**src/rtl/peak_acq_pkg.sv**
```systemverilog
package peak_acq_pkg;
  typedef enum logic [2:0] {
    ST_IDLE,
    ST_HOLD,
    ST_BUSY,
    ST_WAIT,
    ST_DISCH,
    ST_RECOV
  } seq_state_e;
endpackage

```
**src/rtl/cmp_edge_sync.sv**
```systemverilog
module cmp_edge_sync #(
  parameter int STAGES = 2
) (
  input  logic clk_i,
  input  logic rst_ni,
  input  logic async_i,
  output logic fall_o
);
  logic [STAGES-1:0] sq;
  logic              prev_q;

  for (genvar g = 0; g < STAGES; g++) begin : g_stage
    if (g == 0) begin : g_first
      always_ff @(posedge clk_i or negedge rst_ni)
        if (!rst_ni) sq[0] <= 1'b0;
        else         sq[0] <= async_i;
    end else begin : g_next
      always_ff @(posedge clk_i or negedge rst_ni)
        if (!rst_ni) sq[g] <= 1'b0;
        else         sq[g] <= sq[g-1];
    end
  end

  always_ff @(posedge clk_i or negedge rst_ni)
    if (!rst_ni) prev_q <= 1'b0;
    else         prev_q <= sq[STAGES-1];

  assign fall_o = prev_q & ~sq[STAGES-1];

  a_r2_fall_single: assert property (@(posedge clk_i) disable iff (!rst_ni)
    fall_o |=> !fall_o);
endmodule

```
**src/rtl/seq_timer.sv**
```systemverilog
module seq_timer #(
  parameter int CW  = 6,
  parameter int MAX = 32
) (
  input  logic          clk_i,
  input  logic          rst_ni,
  input  logic          clr_i,
  input  logic          en_i,
  output logic [CW-1:0] cnt_o
);
  always_ff @(posedge clk_i or negedge rst_ni)
    if (!rst_ni)   cnt_o <= '0;
    else if (clr_i) cnt_o <= '0;
    else if (en_i)  cnt_o <= cnt_o + 1'b1;

  a_r8_cnt_bounded: assert property (@(posedge clk_i) disable iff (!rst_ni)
    int'(cnt_o) <= MAX);
endmodule

```
**src/rtl/peak_acq_ctrl.sv**
```systemverilog
module peak_acq_ctrl
  import peak_acq_pkg::*;
#(
  parameter int REC_CYC = 2,
  parameter int TMO_CYC = 32,
  parameter int CW      = 6
) (
  input  logic          clk_i,
  input  logic          rst_ni,
  input  logic          fall_i,
  input  logic          done_i,
  input  logic [CW-1:0] cnt_i,
  output logic          tmr_clr_o,
  output logic          tmr_en_o,
  output logic          hold_o,
  output logic          conv_o,
  output logic          pk_rst_o,
  output logic          evt_o,
  output logic          drop_o,
  output logic          tmo_o
);
  localparam logic [CW-1:0] TMO_LAST = CW'(TMO_CYC - 1);
  localparam logic [CW-1:0] REC_LAST = CW'(REC_CYC - 1);

  seq_state_e st_q, st_d;
  logic       evt_d, tmo_d;

  always_comb begin
    st_d  = st_q;
    evt_d = 1'b0;
    tmo_d = 1'b0;
    unique case (st_q)
      ST_IDLE:  if (fall_i) begin st_d = ST_HOLD; evt_d = 1'b1; end
      ST_HOLD:  st_d = ST_BUSY;
      ST_BUSY:  if (cnt_i == TMO_LAST) begin st_d = ST_DISCH; tmo_d = 1'b1; end
                else if (!done_i)      st_d = ST_WAIT;
      ST_WAIT:  if (done_i)                 st_d = ST_DISCH;
                else if (cnt_i == TMO_LAST) begin st_d = ST_DISCH; tmo_d = 1'b1; end
      ST_DISCH: st_d = ST_RECOV;
      ST_RECOV: if (cnt_i == REC_LAST) st_d = ST_IDLE;
      default:  st_d = ST_IDLE;
    endcase
  end

  always_ff @(posedge clk_i or negedge rst_ni)
    if (!rst_ni) begin
      st_q   <= ST_IDLE;
      evt_o  <= 1'b0;
      drop_o <= 1'b0;
      tmo_o  <= 1'b0;
    end else begin
      st_q   <= st_d;
      evt_o  <= evt_d;
      drop_o <= fall_i && (st_q != ST_IDLE);
      tmo_o  <= tmo_d;
    end

  // timer restarts on entry to the conversion wait and to recovery
  assign tmr_clr_o = (st_q == ST_HOLD) || (st_q == ST_DISCH);
  assign tmr_en_o  = (st_q == ST_BUSY) || (st_q == ST_WAIT) || (st_q == ST_RECOV);

  assign hold_o   = (st_q != ST_IDLE);
  assign conv_o   = (st_q == ST_BUSY) || (st_q == ST_WAIT) || (st_q == ST_DISCH);
  assign pk_rst_o = (st_q == ST_DISCH) || (st_q == ST_RECOV);

  a_r2_evt_from_fall: assert property (@(posedge clk_i) disable iff (!rst_ni)
    evt_o |-> $past(fall_i));
  a_r3_conv_after_hold: assert property (@(posedge clk_i) disable iff (!rst_ni)
    $rose(conv_o) |-> $past(hold_o));
  a_r4_disch_cause: assert property (@(posedge clk_i) disable iff (!rst_ni)
    $rose(pk_rst_o) |-> ($past(done_i) || tmo_o));
  a_r5_conv_drop: assert property (@(posedge clk_i) disable iff (!rst_ni)
    $fell(conv_o) |-> (pk_rst_o && hold_o));
  a_r6_joint_release: assert property (@(posedge clk_i) disable iff (!rst_ni)
    $fell(hold_o) |-> $fell(pk_rst_o));
  a_r7_drop_excl: assert property (@(posedge clk_i) disable iff (!rst_ni)
    drop_o |-> (!evt_o && $past(fall_i)));
  a_r8_tmo_window: assert property (@(posedge clk_i) disable iff (!rst_ni)
    tmo_o |-> ($past(cnt_i) == TMO_LAST));
endmodule

```
**src/rtl/peak_acq_seq.sv**
```systemverilog
module peak_acq_seq #(
  parameter int SYNC_STAGES = 2,
  parameter int REC_CYC     = 2,
  parameter int TMO_CYC     = 32
) (
  input  logic clk_i,
  input  logic rst_ni,
  input  logic cmp_i,
  input  logic done_i,
  output logic hold_o,
  output logic conv_o,
  output logic pk_rst_o,
  output logic evt_o,
  output logic drop_o,
  output logic tmo_o
);
  localparam int CNT_MAX = (REC_CYC > TMO_CYC) ? REC_CYC : TMO_CYC;
  localparam int CW      = $clog2(CNT_MAX + 1);

  logic          fall;
  logic          tmr_clr, tmr_en;
  logic [CW-1:0] cnt;

  cmp_edge_sync #(.STAGES(SYNC_STAGES)) u_sync (
    .clk_i  (clk_i),
    .rst_ni (rst_ni),
    .async_i(cmp_i),
    .fall_o (fall)
  );

  seq_timer #(.CW(CW), .MAX(CNT_MAX)) u_tmr (
    .clk_i (clk_i),
    .rst_ni(rst_ni),
    .clr_i (tmr_clr),
    .en_i  (tmr_en),
    .cnt_o (cnt)
  );

  peak_acq_ctrl #(.REC_CYC(REC_CYC), .TMO_CYC(TMO_CYC), .CW(CW)) u_ctrl (
    .clk_i    (clk_i),
    .rst_ni   (rst_ni),
    .fall_i   (fall),
    .done_i   (done_i),
    .cnt_i    (cnt),
    .tmr_clr_o(tmr_clr),
    .tmr_en_o (tmr_en),
    .hold_o   (hold_o),
    .conv_o   (conv_o),
    .pk_rst_o (pk_rst_o),
    .evt_o    (evt_o),
    .drop_o   (drop_o),
    .tmo_o    (tmo_o)
  );
endmodule

```
**config.mk**
```make
export PLATFORM = sky130hd
export DESIGN_NAME = peak_acq_seq
export DESIGN_NICKNAME = d
export VERILOG_FILES = /design/src/rtl/peak_acq_pkg.sv /design/src/rtl/cmp_edge_sync.sv /design/src/rtl/seq_timer.sv /design/src/rtl/peak_acq_ctrl.sv /design/src/rtl/peak_acq_seq.sv
export SDC_FILE = /design/constraint.sdc
export NUM_CORES = 1
export LEC_CHECK = 0
export BUFFER_PORTS_ARGS = -buffer_cell sky130_fd_sc_hd__buf_2
export CAP_MARGIN = 20
export CORE_ASPECT_RATIO = 1.2
export CORE_MARGIN = 8
export CORE_UTILIZATION = 40
export DETAILED_ROUTE_END_ITERATION = 16
export MAX_ROUTING_LAYER = met4
export PLACE_DENSITY = 0.56
export SLEW_MARGIN = 20
export SYNTH_ARGS = -nofsm -noshare
export SYNTH_HDL_FRONTEND = slang
export SYNTH_SLANG_ARGS = --single-unit
```
**constraint.sdc**
```tcl
create_clock -name clk_i -period 3.65 [get_ports clk_i]
set_input_delay 0.365 -clock clk_i [delete_from_list [all_inputs] [get_ports clk_i]]
set_output_delay 0.365 -clock clk_i [all_outputs]
set_load 0.01 [all_outputs]
```
# Word-level counts from Yosys, hierarchy flattened
# Index checks and enable logic that the tools add are counted.
# op_classes
eq_ne	11
n_reduce_logical	10
bitwise	2
mux	14
addsub	1
# ops
cell	count
two-way mux 3 bit	6
one-hot mux 3 bit (6 select lines)	1
two-way mux 6 bit	2
adder 6 x 1 -> 6 bit (second input constant)	1
equality test 3 x 2 -> 1 bit (second input constant)	2
equality test 3 bit (second input constant)	2
equality test 6 x 1 -> 1 bit (second input constant)	1
equality test 6 x 5 -> 1 bit (second input constant)	1
inequality test 3 x 2 -> 1 bit (second input constant)	2
logical OR 1 bit	5
two-way mux 1 bit	4
inequality test 2 x 1 -> 1 bit (second input constant)	2
AND reduction 4 bit	1
equality test 3 x 1 -> 1 bit (second input constant)	1
logical NOT 3 bit	1
nonzero test 3 bit	1
one-hot mux 1 bit (2 select lines)	1
nonzero test 2 bit	1
bitwise AND 1 bit	1
logical AND 1 bit	1
inverter 1 bit	1
# word_totals
input_bits	4
output_inout_bits	6
ff_bits	15
word_cells	46

# Depth between registers and ports, before layout
# depth
word_depth	5
depth_mapped	5

# By module
# From an unflattened synthesis, not the netlist that was laid out.
# unflattened
cells_unflattened	63
hier_area_um2	673.1
# modules_own_cells
module	cells_each	seq_area_each_um2	instances	area_per_inst_um2
peak_acq_ctrl	35	150.1	1	315.3
seq_timer	24	150.1	1	269.0
cmp_edge_sync	4	75.1	1	88.8

# Worst setup path after synthesis
# Ideal clock, no wire load.
# synth_timing
path_type	reg2out
from	reg u_ctrl.st_q[1]
to	out conv_o
slack_ns	2.306
arrival_ns	0.979
path_stages_with_launch	4
required_ns	3.285
path_cell_list	dfrtp_1 buf_2 nand2b_1 o21ai_0
# synth_between
elab_chain_cells	3
# synth_rtl
item	line	source
from (decl)	peak_acq_ctrl.sv:25	seq_state_e st_q, st_d;
from (signal assigned)	peak_acq_ctrl.sv:52	st_q <= st_d;
equality test 3 x 2 -> 1 bit	peak_acq_ctrl.sv:63	assign conv_o = (st_q == ST_BUSY) || (st_q == ST_WAIT) || (st_q == ST_DISCH);
logical OR 1 bit	peak_acq_ctrl.sv:63	
logical OR 1 bit (*)	peak_acq_ctrl.sv:63	
to (decl)	peak_acq_seq.sv:11	output logic conv_o,
# Every way passes the cells marked *; elsewhere a longest branch is shown, timed or not.

# Final worst setup path
# layout_timing
from	reg u_ctrl.st_q[1]
to	out hold_o
# layout_between
elab_chain_cells	1
# layout_rtl
item	line	source
nonzero test 3 bit	peak_acq_ctrl.sv:62	assign hold_o = (st_q != ST_IDLE);
to (decl)	peak_acq_seq.sv:10	output logic hold_o,
# Every way passes these cells.

==> results_dict.tcl <==
set metrics [dict create \
    numCtsBuffers 3 \
    vdd_drop_max_v 0.0003381 \
    drive_above_1_share_pct 20.00 \
    drt-total-wl_um 1250 \
    finalHoldViolCount 0 \
    grt_pass1_vias 513 \
    grtUsageMet2_pct 12.50 \
    fin_crit_ps 1725 \
    arrival_ps 1360 \
    drtPass1Iterations 4 \
    final_cells 94 \
    crit_chain "or3_1, buf_2" \
    start_util_pct 40.83 \
    worst_path_max_delay_cell "dfrtp_1" \
    ys_types 27 \
    syn_area_sq_um 729.5 \
    finalInstanceArea_sq_um 808.3 \
    cp_max_fo 13 \
    r2r_cells 3 \
    synth_seq_cells 15 \
    die_w_um 54.99 \
    dieHeight_um 62.78 \
    vias 527 \
    layout.core_utilization_pct 45.24 \
    drt_iter0_markers 11 \
    io_pins 10 \
    avgSynthCellArea_sq_um 11.40 \
    clk_pin_slew_ps 90 \
    postRouteAntennaNets 0 \
    gp_congestion 0.7556 \
    worstHoldPathCells 1 \
    slowest_delay_ps 500 \
    post_dp_cell_area_sq_um 770.7 \
    clk-insertion-delay-late_ps 280 \
    finalMaxSlewViolations 0 \
    worst_pin_slew_ps 409.9 \
    worst-path-buf-inv 1 \
    root_buffer "clkbuf_4" \
    clock-sinks 15 \
    yosysTopAreaCell "dfrtp_1" \
    post_cts_resized 0 \
    power.leakage_uw 0.0004059 \
    cp_top_family "flip-flops" \
    finalClockSkew_ps 3.850 \
    post-dp-hpwl_um 931.5 \
    placed_cells 89 \
    cap_violations 0 \
    worstPathRequired_ps 3280 \
    route.detailed.drc 0 \
    cts_buffer_depth 2 \
    yosysSeqAreaShare_pct 51.46 \
    cts_tree "yes" \
    grt_usage_pct 9.158 \
    synth_area_leaders "dfrtp_1, mux2i_1, o21ai_0, o2111ai_1, ha_1" \
    yosys_warnings 0 \
    yosysTopAreaCellShare_pct 51.46 \
    grt_pass1_wl_um 2332 \
    rsz0062_at_grt "false" \
    use_met1_pct 11.16 \
    routedWlPerCell_um 13.30 \
    setup-tns-final_ps 0 \
    slew_headroom_pct 72.42 \
    crit_cells 2 \
    status "completed" \
    overflow 0 \
    finalSetupViolCount 0 \
    num_rows 17 \
    critPathKind "register to primary output" \
    die-area_sq_mm 0.003452 \
    power_uw 629.9 \
    endpoint_kind "primary output" \
    cellPowerDensity_mw_per_mm2 779.3 \
    grt_max_degree 16 \
    port_buffers 9 \
    synth_cells 64 \
    timing.fmax_mhz 579.7 \
    grt_use_met3_pct 2.381 \
    htree_levels 1 \
    period_share_pct 47.26 \
    busiest_layer "met2" \
    post-cts-setup-buffers 0 \
    hold_path_class "input port to register" \
    cp-start-kind "register" \
    core-area_sq_mm 0.001787 \
    syn_nets 70 \
    antenna_cells 0 \
    antenna_found_initial 0 \
    syn_to_final_growth_pct 10.81 \
    final_nets 82 \
    vias_per_cell 5.606 \
]
[area by class of cell]
cell class | count | area, sq um
Fill cell | 169 | 978.4
Sequential cell | 15 | 375.4
Multi-Input combinational cell | 43 | 315.3
Timing Repair Buffer | 10 | 55.05
Tap cell | 19 | 23.77
Clock buffer | 3 | 22.52
Inverter | 3 | 11.26
Clock inverter | 1 | 5.005
[worst reg2reg max path, cell delays in order (launching register included)]
cell and delay [ps]:
dfrtp_1 410, nor4_1 430, a21oi_1 150, a211o_1 280
[metrics by stage]
stage | hold WS [ps] | worst slack, ps
finish | 180.3 | 1925
global placement | 285.2 | 2228
detailed placement | 285.2 | 2231
floorplan | 69.41 | 2306
global route | 169.0 | 1809
CTS | 171.7 | 1902
[worst paths after layout]
| kind | from | to | slack [ps] |
|---|---|---|---|
| setup / recovery | u_ctrl.st_q[1]$_DFFE_PN0P_ | hold_o | 1920 |
| hold / removal | cmp_i | u_sync.sq[0]$_DFF_PN0_ | 180 |
| setup reg to reg | u_tmr.cnt_o[5]$_DFFE_PN0P_ | u_ctrl.st_q[0]$_DFFE_PN0P_ | 2280 |
| hold reg to reg | u_sync.sq[0]$_DFF_PN0_ | u_sync.sq[1]$_DFF_PN0_ | 360 |
| max in group asynchronous | rst_ni | u_tmr.cnt_o[0]$_DFFE_PN0P_ | 2900 |
| min in group asynchronous | rst_ni | u_ctrl.evt_o$_DFF_PN0_ | 500 |
[what timing repair did]
| action | CTS | global route |
|---|---|---|
| hold buffers | 1 | 0 |
| setup endpoints to repair | 0 | 0 |
| hold endpoints to repair | 15 | 0 |
[cell usage in the layout (no fill, tap or decap)]
master / n
nor4_1: 1
dlygate4sd3_1: 1
and3b_1: 1
a211oi_1: 2
and2b_4: 1
o21a_1: 1
inv_1: 3
a211o_1: 1
buf_2: 9
a22o_1: 1
a311oi_1: 1
nor2b_1: 1
and3_1: 1
o21ai_0: 6
o21ai_1: 1
clkbuf_4: 3
clkinv_2: 1
nand3_1: 2
nor2_1: 4
or3_1: 1
mux2i_1: 5
a32o_1: 1
o2111ai_1: 3
a21oi_1: 1
a211oi_2: 1
dfrtp_1: 15
xnor2_1: 1
ha_1: 2
nand2b_1: 4
[Yosys cell counts]
library cell,instances
and3b_1,1
nand2b_1,4
inv_1,3
ha_1,2
nand3_1,2
nor4_1,1
a211o_1,1
a32o_1,1
nor2b_1,1
a22o_1,1
mux2i_1,5
o21ai_0,6
a21oi_1,1
and3_1,1
and2b_4,1
o2111ai_1,3
a311oi_1,1
o21ai_1,1
or3_1,1
buf_6,2
dfrtp_1,15
nor2_1,4
a211oi_2,1
o21a_1,1
xnor2_1,1
buf_2,1
a211oi_1,2
[where the power goes]
part           switching [uW]  internal (uW)  total, uW
Combinational             135            124        259
Clock                    53.1           40.7       93.8
Sequential               65.8            211        277
Total                     254            376        630
[kinds of logic (layout without fill, tap and decap cells)]
family	count (synthesis)	count (layout)	synth area share, %
AOI/OAI and AO/OA	19	19	18.87
and+or+nand+nor	16	16	12.87
DFF	15	15	51.46
buffers and inverters	6	17	5.316
muxes	5	5	6.861
adders and majority gates	2	2	3.430
xor gates and xnor gates	1	1	1.201
[flip-flops by register name (all words and copies together) (netlist names)]
signal	count
u_ctrl.evt_o	1
u_sync.sq	2
u_tmr.cnt_o	6
u_sync.prev_q	1
u_ctrl.st_q	3
u_ctrl.drop_o	1
u_ctrl.tmo_o	1
[metal layers]
metal	share of wire (%)	up-vias	routed length, um
met1	43	251	542
li1	-	260	-
met2	47	12	585
met3	5.9	4	74
met5	0	-	0
met4	3.8	0	48
No activity file was read; power rests on OpenSTA's default activity.
